[src/rtl/lsr_pkg.sv]
package lsr_pkg;
  typedef enum logic [1:0] {
    SZ_BYTE = 2'd0,
    SZ_HALF = 2'd1,
    SZ_WORD = 2'd2,
    SZ_BAD  = 2'd3
  } acc_size_e;

  localparam int unsigned WORD_W = 32;
  localparam int unsigned LANES  = WORD_W / 8;
  localparam int unsigned OFF_W  = $clog2(LANES);

  function automatic logic [WORD_W-1:0] swap_word(input logic [WORD_W-1:0] d);
    logic [WORD_W-1:0] r;
    for (int i = 0; i < LANES; i++) r[8*i +: 8] = d[8*(LANES-1-i) +: 8];
    return r;
  endfunction
endpackage

[src/rtl/lsr_align_check.sv]
module lsr_align_check
  import lsr_pkg::*;
(
  input  logic [1:0]       size_i,
  input  logic [OFF_W-1:0] offset_i,
  output logic             misalign_o
);
  always_comb begin
    unique case (size_i)
      SZ_BYTE: misalign_o = 1'b0;
      SZ_HALF: misalign_o = offset_i[0];
      SZ_WORD: misalign_o = |offset_i;
      default: misalign_o = 1'b1;
    endcase
  end
endmodule

[src/rtl/lsr_load_path.sv]
module lsr_load_path
  import lsr_pkg::*;
(
  input  logic              clk_i,
  input  logic              rst_ni,
  input  logic [WORD_W-1:0] data_i,
  input  logic [1:0]        size_i,
  input  logic [OFF_W-1:0]  offset_i,
  input  logic              le_i,
  input  logic              sign_i,
  output logic [WORD_W-1:0] value_o
);
  logic [7:0]  lane [LANES];
  logic [OFF_W-1:0] h_hi, h_lo;
  logic [15:0] half_v;
  logic [7:0]  byte_v;

  for (genvar k = 0; k < LANES; k++) begin : g_lane
    assign lane[k] = data_i[WORD_W-1-8*k -: 8];
  end

  assign h_hi   = {offset_i[OFF_W-1:1], 1'b0};
  assign h_lo   = {offset_i[OFF_W-1:1], 1'b1};
  assign byte_v = lane[offset_i];
  assign half_v = le_i ? {lane[h_lo], lane[h_hi]} : {lane[h_hi], lane[h_lo]};

  always_comb begin
    unique case (size_i)
      SZ_BYTE: value_o = {{(WORD_W-8){sign_i & byte_v[7]}}, byte_v};
      SZ_HALF: value_o = {{(WORD_W-16){sign_i & half_v[15]}}, half_v};
      default: value_o = le_i ? swap_word(data_i) : data_i;
    endcase
  end

  a_r5_byte_zero_fill: assert property (@(posedge clk_i) disable iff (!rst_ni)
    (size_i == SZ_BYTE && !sign_i) |-> value_o[WORD_W-1:8] == '0);
  a_r5_half_sign_fill: assert property (@(posedge clk_i) disable iff (!rst_ni)
    (size_i == SZ_HALF && sign_i) |-> value_o[WORD_W-1:16] == {(WORD_W-16){value_o[15]}});
  a_r2_byte_in_word: assert property (@(posedge clk_i) disable iff (!rst_ni)
    (size_i == SZ_BYTE) |-> value_o[7:0] == data_i[WORD_W-1-8*offset_i -: 8]);
endmodule

[src/rtl/lsr_store_path.sv]
module lsr_store_path
  import lsr_pkg::*;
(
  input  logic              clk_i,
  input  logic              rst_ni,
  input  logic [WORD_W-1:0] data_i,
  input  logic [1:0]        size_i,
  input  logic [OFF_W-1:0]  offset_i,
  input  logic              le_i,
  input  logic              store_i,
  input  logic              misalign_i,
  output logic [WORD_W-1:0] wdata_o,
  output logic [LANES-1:0]  be_o
);
  logic [15:0]      half_v;
  logic [LANES-1:0] be_raw;

  assign half_v = le_i ? {data_i[7:0], data_i[15:8]} : data_i[15:0];

  always_comb begin
    unique case (size_i)
      SZ_BYTE: begin
        wdata_o = {LANES{data_i[7:0]}};
        be_raw  = LANES'(1) << (LANES-1-offset_i);
      end
      SZ_HALF: begin
        wdata_o = {(LANES/2){half_v}};
        be_raw  = offset_i[1] ? LANES'(4'b0011) : LANES'(4'b1100);
      end
      default: begin
        wdata_o = le_i ? swap_word(data_i) : data_i;
        be_raw  = '1;
      end
    endcase
  end

  assign be_o = (store_i && !misalign_i) ? be_raw : '0;

  a_r6_byte_one_lane: assert property (@(posedge clk_i) disable iff (!rst_ni)
    (store_i && size_i == SZ_BYTE) |-> $countones(be_o) == 1);
  a_r7_half_two_lanes: assert property (@(posedge clk_i) disable iff (!rst_ni)
    (store_i && !misalign_i && size_i == SZ_HALF) |-> $countones(be_o) == 2);
  a_r8_word_all_lanes: assert property (@(posedge clk_i) disable iff (!rst_ni)
    (store_i && !misalign_i && size_i == SZ_WORD) |-> be_o == '1);
  a_r9_misalign_no_be: assert property (@(posedge clk_i) disable iff (!rst_ni)
    misalign_i |-> be_o == '0);
  a_r10_load_no_be: assert property (@(posedge clk_i) disable iff (!rst_ni)
    !store_i |-> be_o == '0);
endmodule

[src/rtl/ldst_swap.sv]
module ldst_swap
  import lsr_pkg::*;
#(
  parameter bit OUT_REG = 1'b1
) (
  input  logic        clk_i,
  input  logic        rst_ni,
  input  logic        store_i,
  input  logic [1:0]  size_i,
  input  logic [1:0]  offset_i,
  input  logic        le_i,
  input  logic        sign_i,
  input  logic [31:0] data_i,
  output logic [31:0] load_data_o,
  output logic [31:0] store_data_o,
  output logic [3:0]  store_be_o,
  output logic        misalign_o
);
  logic [WORD_W-1:0] ld_c, st_c;
  logic [LANES-1:0]  be_c;
  logic              mis_c;

  lsr_align_check u_align (
    .size_i    (size_i),
    .offset_i  (offset_i),
    .misalign_o(mis_c)
  );

  lsr_load_path u_load (
    .clk_i   (clk_i),
    .rst_ni  (rst_ni),
    .data_i  (data_i),
    .size_i  (size_i),
    .offset_i(offset_i),
    .le_i    (le_i),
    .sign_i  (sign_i),
    .value_o (ld_c)
  );

  lsr_store_path u_store (
    .clk_i     (clk_i),
    .rst_ni    (rst_ni),
    .data_i    (data_i),
    .size_i    (size_i),
    .offset_i  (offset_i),
    .le_i      (le_i),
    .store_i   (store_i),
    .misalign_i(mis_c),
    .wdata_o   (st_c),
    .be_o      (be_c)
  );

  if (OUT_REG) begin : g_reg
    always_ff @(posedge clk_i or negedge rst_ni) begin
      if (!rst_ni) begin
        load_data_o  <= '0;
        store_data_o <= '0;
        store_be_o   <= '0;
        misalign_o   <= 1'b0;
      end else begin
        load_data_o  <= ld_c;
        store_data_o <= st_c;
        store_be_o   <= be_c;
        misalign_o   <= mis_c;
      end
    end

    a_r11_one_cycle_be: assert property (@(posedge clk_i) disable iff (!rst_ni)
      rst_ni |=> store_be_o == $past(be_c));
    a_r11_one_cycle_ld: assert property (@(posedge clk_i) disable iff (!rst_ni)
      rst_ni |=> load_data_o == $past(ld_c));
  end else begin : g_comb
    assign load_data_o  = ld_c;
    assign store_data_o = st_c;
    assign store_be_o   = be_c;
    assign misalign_o   = mis_c;
  end
endmodule

[config.mk]
export PLATFORM = sky130hd
export DESIGN_NAME = ldst_swap
export DESIGN_NICKNAME = d
export VERILOG_FILES = /design/src/rtl/lsr_pkg.sv /design/src/rtl/lsr_align_check.sv /design/src/rtl/lsr_load_path.sv /design/src/rtl/lsr_store_path.sv /design/src/rtl/ldst_swap.sv
export SDC_FILE = /design/constraint.sdc
export NUM_CORES = 1
export LEC_CHECK = 0
export BUFFER_PORTS_ARGS = -buffer_cell sky130_fd_sc_hd__buf_2
export CAP_MARGIN = 20
export CORE_ASPECT_RATIO = 0.9
export CORE_MARGIN = 3
export CORE_UTILIZATION = 39
export CTS_CLUSTER_SIZE = 40
export DETAILED_ROUTE_END_ITERATION = 10
export GPL_ROUTABILITY_DRIVEN = 0
export RECOVER_POWER = 100
export SYNTH_ARGS = -nofsm -noshare
export SYNTH_HDL_FRONTEND = slang
export SYNTH_SLANG_ARGS = --single-unit
[constraint.sdc]
create_clock -name clk_i -period 1.5 [get_ports clk_i]
set_clock_uncertainty 0.1 [all_clocks]
set_input_delay 0.3 -clock clk_i [delete_from_list [all_inputs] [get_ports clk_i]]
set_output_delay 0.3 -clock clk_i [all_outputs]
set_load 0.02 [all_outputs]
Word-level counts from Yosys, hierarchy flattened --
Cells that the tools add are included.
Storage, ports and cells: flip-flop bits (word level) 69, input port bits 41
Operators by class: $add $sub $neg 1, $lt $le $gt $ge 3, equal/unequal tests 2, shift operators 1, multiplexer cells 18, bitwise operators 5, reduce and logical (&&, ||, !) cells 4
Operator list (count):
- $pmux 32 s2 | 2
- $bmux 8 s2 | 3
- $mux 8 | 6
- $mux 16 | 2
- $mux 32 | 1
- $shl 1x32->4 const A | 1
- $ge 3x3->1 const B | 3
- $not 2->3 | 3
- $mux 4 | 2
- $pmux 4 s2 | 1
- $pmux 1 s3 | 1
- $sub 2x2->3 const A | 1
- $and 1x1->1 | 2
- $eq 2x1->1 const B | 1
- $eq 2x2->1 const B | 1
- $logic_not 2->1 | 1
- $reduce_or 2->1 | 1
- $logic_and 1x1->1 | 1
- $logic_not 1->1 | 1

Logic depth before layout (Yosys ltp) --
word-level depth 7, gate-level depth with buffers 7, gate-level depth less buffers 4

Modules after synthesis --
From an unflattened synthesis, not the netlist that was laid out.
Second synthesis, totals: cells, all modules 342, area, all modules 3704.8 um^2
Modules (own cells, without submodules):
- ldst_swap | instances 1, cells each 69, area each 1726.7 um^2, seq. area each 1726.7 um^2
- lsr_load_path | instances 1, cells each 155, area each 1265.0 um^2, seq. area each 0.0 um^2
- lsr_store_path | instances 1, cells each 115, area each 699.4 um^2, seq. area each 0.0 um^2
- lsr_align_check | instances 1, cells each 3, area each 13.8 um^2, seq. area each 0.0 um^2

Least setup slack after synthesis --
No wires, ideal clock.
kind input -> register, start point input size_i[0], end point register load_data_o[6], library setup time 0.118 ns, arrival time 1.377 ns, required time 1.282 ns, path slack -0.095 ns, cell stages on the path 5, path buffers 1, path through buf_6 -> inv_2 -> a21oi_4 -> mux4_2 -> a21o_1
On the way: word-level cells in the longest chain between the ends 2, elaborated cells on any way between the ends 3, those cells by class eq/ne: 1; mux: 1; reduce/logical: 1
RTL lines:
- start, declared | RTL line ldst_swap.sv:9 | input logic [1:0] size_i,
- $eq 2x1->1 / $logic_not 2->1 (equally long branches) | RTL line lsr_load_path.sv:28 | unique case (size_i)
- $pmux 32 s2 (*) | RTL line lsr_load_path.sv:28
- via ld_c[6] | RTL line ldst_swap.sv:19 | logic [WORD_W-1:0] ld_c, st_c;
- end signal, assigned | RTL line ldst_swap.sv:61 | load_data_o <= ld_c;
- end, declared | RTL line ldst_swap.sv:14 | output logic [31:0] load_data_o,
The timed path passes the listed nets; every way through them passes the cells marked *.

Final worst setup path --
start point input le_i, end point register load_data_o[0]
On the way: word-level cells in the longest chain between the ends 2, elaborated cells on any way between the ends 3, those cells by class mux: 3
RTL lines:
- start, declared | RTL line ldst_swap.sv:11 | input logic le_i,
- $mux 32 / $mux 16 (equally long branches) | RTL line lsr_load_path.sv:31, lsr_load_path.sv:25
- $pmux 32 s2 (*) | RTL line lsr_load_path.sv:28
- via ld_c[0] | RTL line ldst_swap.sv:19
Marks and branches as above.

==> tab_implementation.tex <==
\begin{tabular}{lr}
\hline
Metric & Value \\
\hline
\multicolumn{2}{l}{\textbf{CTS}} \\
Number of buffers inserted during clock tree synthesis & 9 \\
Clock root buffer & clkbuf\_8 \\
Clock-pin transition on the worst setup and hold timing paths & 80 ps \\
TritonCTS clock tree & built \\
\# H-tree levels & 3 \\
Clock buffer depth & 2 \\
Num Clock Sinks & between 60 and 70 \\
\multicolumn{2}{l}{\textbf{Place}} \\
Cell area reported after detailed placement & 4638 sq um \\
Pre-CTS worst setup slack & -316.1 ps \\
Half-perimeter wire length after detailed placement & $\sim$7600 um \\
Total of buffers placed on input and output ports & $\sim$110 \\
\multicolumn{2}{l}{\textbf{Setup path}} \\
Critical Setup Path Class & input pin to register \\
Cell-by-cell listing of the critical path & clkbuf\_2, nor2b\_4, a21oi\_4, buf\_4, mux2\_2, o21ai\_1 \\
Worst path bufs/invs & 2 \\
Type of element launching the critical path & input pin \\
Crit-path max FO & 8 \\
Crit path arrival time & about 1600 ps \\
Required arrival time at the worst endpoint & 1650 ps \\
Slowest stage delay, CP & approximately 340 ps \\
Standard cell with the maximum stage delay on the critical path & mux2\_2 \\
Cell family with the largest share of critical-path delay & buffers and inverters \\
Critical Path Sink Type & register \\
\multicolumn{2}{l}{\textbf{Logic synthesis}} \\
Yosys cell types & 39 \\
Synthesized area divided by synthesized cell count & about 11 sq um \\
Multiplexer share of the synthesized area & around 23\% \\
Post-synth EDFFs & 0 \\
Syn Inst Count & 332 \\
Post-synth net total & 373 \\
Top FF cell, synth & dfrtp\_1 \\
Warnings from Yosys & 0 \\
Cells taking the most area after synthesis & dfrtp\_1, mux2i\_1, mux2\_2, mux4\_2, o21ai\_0 \\
Fraction of registers with async set or reset after synthesis & 100.0\% \\
Most repeated cell in the gate-level netlist after synthesis & dfrtp\_1 \\
Combinational family with the most area after synthesis & multiplexers \\
Post-synthesis sequential element count & between 60 and 70 \\
Post-Synthesis Cell Area & 3632 sq um \\
Post-synthesis share of cell area spent on and, or, nand and nor gates & roughly 11\% \\
Sequential share of the synthesized area & between 40\% and 50\% \\
Post-synthesis share of cell area spent on xor and xnor gates & 0.2411\% \\
Most frequent cells after synthesis & dfrtp\_1, mux2i\_1, nor2\_1 \\
Compound-cell area share of the yosys netlist & between 10\% and 20\% \\
Area share of the leading cell type in the synthesized netlist & a little under half \\
Synth area leader & dfrtp\_1 \\
Post-Synth Adder-Cell Area & 0\% \\
\multicolumn{2}{l}{\textbf{Run}} \\
Number of max-cap violations & 0 \\
\multicolumn{2}{l}{\textbf{GRT}} \\
Number of antenna violations at the first check in global routing & 0 \\
Overall routing resource usage & 20.50\% \\
Met2 layer usage reported by global route & 33.27\% \\
Pin count of the biggest net entering global routing & 70 \\
Grt met3 use & 4.983\% \\
Vias in the first global route & 3229 \\
First-pass GRT wire length & 16830 um \\
Most utilized layer in the global route result & met2 \\
M1 GR Usage & between 20\% and 30\% \\
Global-route congestion overflow total & 0 \\
\multicolumn{2}{l}{\textbf{Routing}} \\
First DRT Iteration DRCs & $\sim$170 \\
Via total after detailed routing & 3141 \\
Remaining DRCs & 0 \\
Vias per std cell & $\sim$5.2 \\
Remaining number of nets flagged by the antenna check after routing & 0 \\
Routed length per instance & roughly 17 um \\
Total Wirelength & a little over 10000 um \\
Router iterations before antenna repair & 4 \\
\multicolumn{2}{l}{\textbf{Floorplanning}} \\
Die footprint & 10510 sq um \\
I/O pins & 110 \\
Core Box Area & between 8000 and 9000 sq um \\
Height of the die & between 90 and 100 um \\
Standard-cell rows & 32 \\
Horiz. Die Dim & 107.7 um \\
Effective utilization at floorplan & 41.24\% \\
\multicolumn{2}{l}{\textbf{Power}} \\
Sum of internal, switching and leakage power & 4.988 mW \\
Power density over the cells & between 1000 and 1500 nW/um\^{}2 \\
Worst ir drop on vdd & 0.4719 mV \\
Total leakage power & $\sim$2.2 nW \\
\multicolumn{2}{l}{\textbf{Layout}} \\
Final Core Density & 53.96\% \\
Fillers & 853 \\
Synth-to-Final Area Change & 30.86\% \\
Area of the multi-input gates & approximately 1700 sq um \\
FF+latch area & $\sim$1700 sq um \\
Number of nets in the layout & 524 \\
Fraction of final layout cells with drive strength greater than 1 & a little under a third \\
Final antenna diode count & 0 \\
Post-route design area & about 4800 sq um \\
\multicolumn{2}{l}{\textbf{Timing}} \\
Max-Slew Margin vs Limit & approximately 58\% \\
Setup Total Neg Slack & 0 ps \\
Number of max-slew violations in the final report & 0 \\
Fmax & 698.0 MHz \\
Unrepaired setup endpoints after global routing & false \\
Post-layout min period & about 1400 ps \\
Final hold violation count & 0 \\
Final worst path period share & a little over nine tenths \\
Worst setup slack after layout & between 60 and 70 ps \\
Number of setup violations in the final report & 0 \\
Slew of the pin with the lowest slew margin & around 630 ps \\
\multicolumn{2}{l}{\textbf{Hold path}} \\
Startpoint of the lowest-slack hold path & store\_i \\
Worst hold path stage count & 3 \\
End point of the most critical hold path & store\_be\_o[0] \\
Kind of path behind the tightest hold check & input pin to register \\
\multicolumn{2}{l}{\textbf{Status}} \\
Run status & finished clean \\
\hline
\end{tabular}
state kept, by name, indices dropped and copies added, names as in the netlist:
signal and cells:
store_be_o 4, load_data_o 32, misalign_o 1, store_data_o 32
how the worst max path moves through the flow:
stage,start,endpoint,slack (ps),depth (start not counted)
3_3_place_gp,size_i[0],load_data_o[0],-390,7
6_report,le_i,load_data_o[0],70,6
4_1_cts,size_i[0],load_data_o[0],20,7
2_1_floorplan,size_i[0],load_data_o[6],-40,5
3_5_place_dp,size_i[0],load_data_o[0],-320,7
5_1_grt,offset_i[0],load_data_o[14],30,6
layer usage:
layer  share of wire (%)  wire length, um  vias to the layer above
li1                    -                -                     1486
met1                  43             4447                     1535
met2                  49             5074                      110
met3                 7.2              746                       10
met4                 1.1              114                        0
met5                   0                0                        -
stage by stage:
stage,cells,hold WS (ps)
2_1_floorplan,332,-95.59
4_1_cts,606,110.1
6_report,607,121.0
5_1_grt,607,157.1
3_3_place_gp,589,248.1
3_5_place_dp,589,253.1
cell type report:
cell class / count / share of cell area (%)
Sequential cell: 69 / 36.33
Multi-Input combinational cell: 234 / 36.06
Timing Repair Buffer: 165 / 19.37
Tap cell: 119 / 3.132
Clock buffer: 11 / 2.974
Clock inverter: 5 / 1.764
Inverter: 4 / 0.3685
where the power goes:
part / internal (mW) / switching [mW] / total, mW
logic: 0.444 / 0.727 / 1.17
registers: 2.03 / 0.0633 / 2.09
clock network: 0.985 / 0.738 / 1.72
kinds of logic after synthesis:
group | after synthesis
AND/OR/NAND/NOR | 93
XOR/XNOR | 1
AO/OA/AOI/OAI | 72
multiplexers | 68
buffers and inverters | 29
flip-flops | 69
placed cells by master, fill, tap and decap left out, types with 4 or more instances in the layout:
| master | synthesis | routed |
|---|---|---|
| clkbuf_1 | 5 | 73 |
| dfrtp_1 | 69 | 69 |
| buf_4 | 4 | 41 |
| mux2i_1 | 38 | 38 |
| buf_2 | 6 | 37 |
| nor2_1 | 36 | 36 |
| o21ai_0 | 35 | 34 |
| nand2_1 | 31 | 31 |
| mux2_2 | 21 | 21 |
| nor3_1 | 15 | 15 |
| clkbuf_8 | 0 | 10 |
| mux4_2 | 9 | 9 |
| a22oi_1 | 8 | 8 |
| o211ai_1 | 7 | 7 |
| o22ai_1 | 7 | 7 |
| clkbuf_2 | 0 | 6 |
| buf_12 | 0 | 4 |
what timing repair did:
| item | 4_1_cts | 5_1_grt |
|---|---|---|
| setup endpoints to repair | 0 | 12 |
| gates resized for setup | 0 | 2 |
| endpoints found under the hold margin | 69 | 0 |
| hold buffers | 1 | 0 |
| setup buffers | 0 | 1 |
Note: power is estimated with default switching activity, not from simulation.
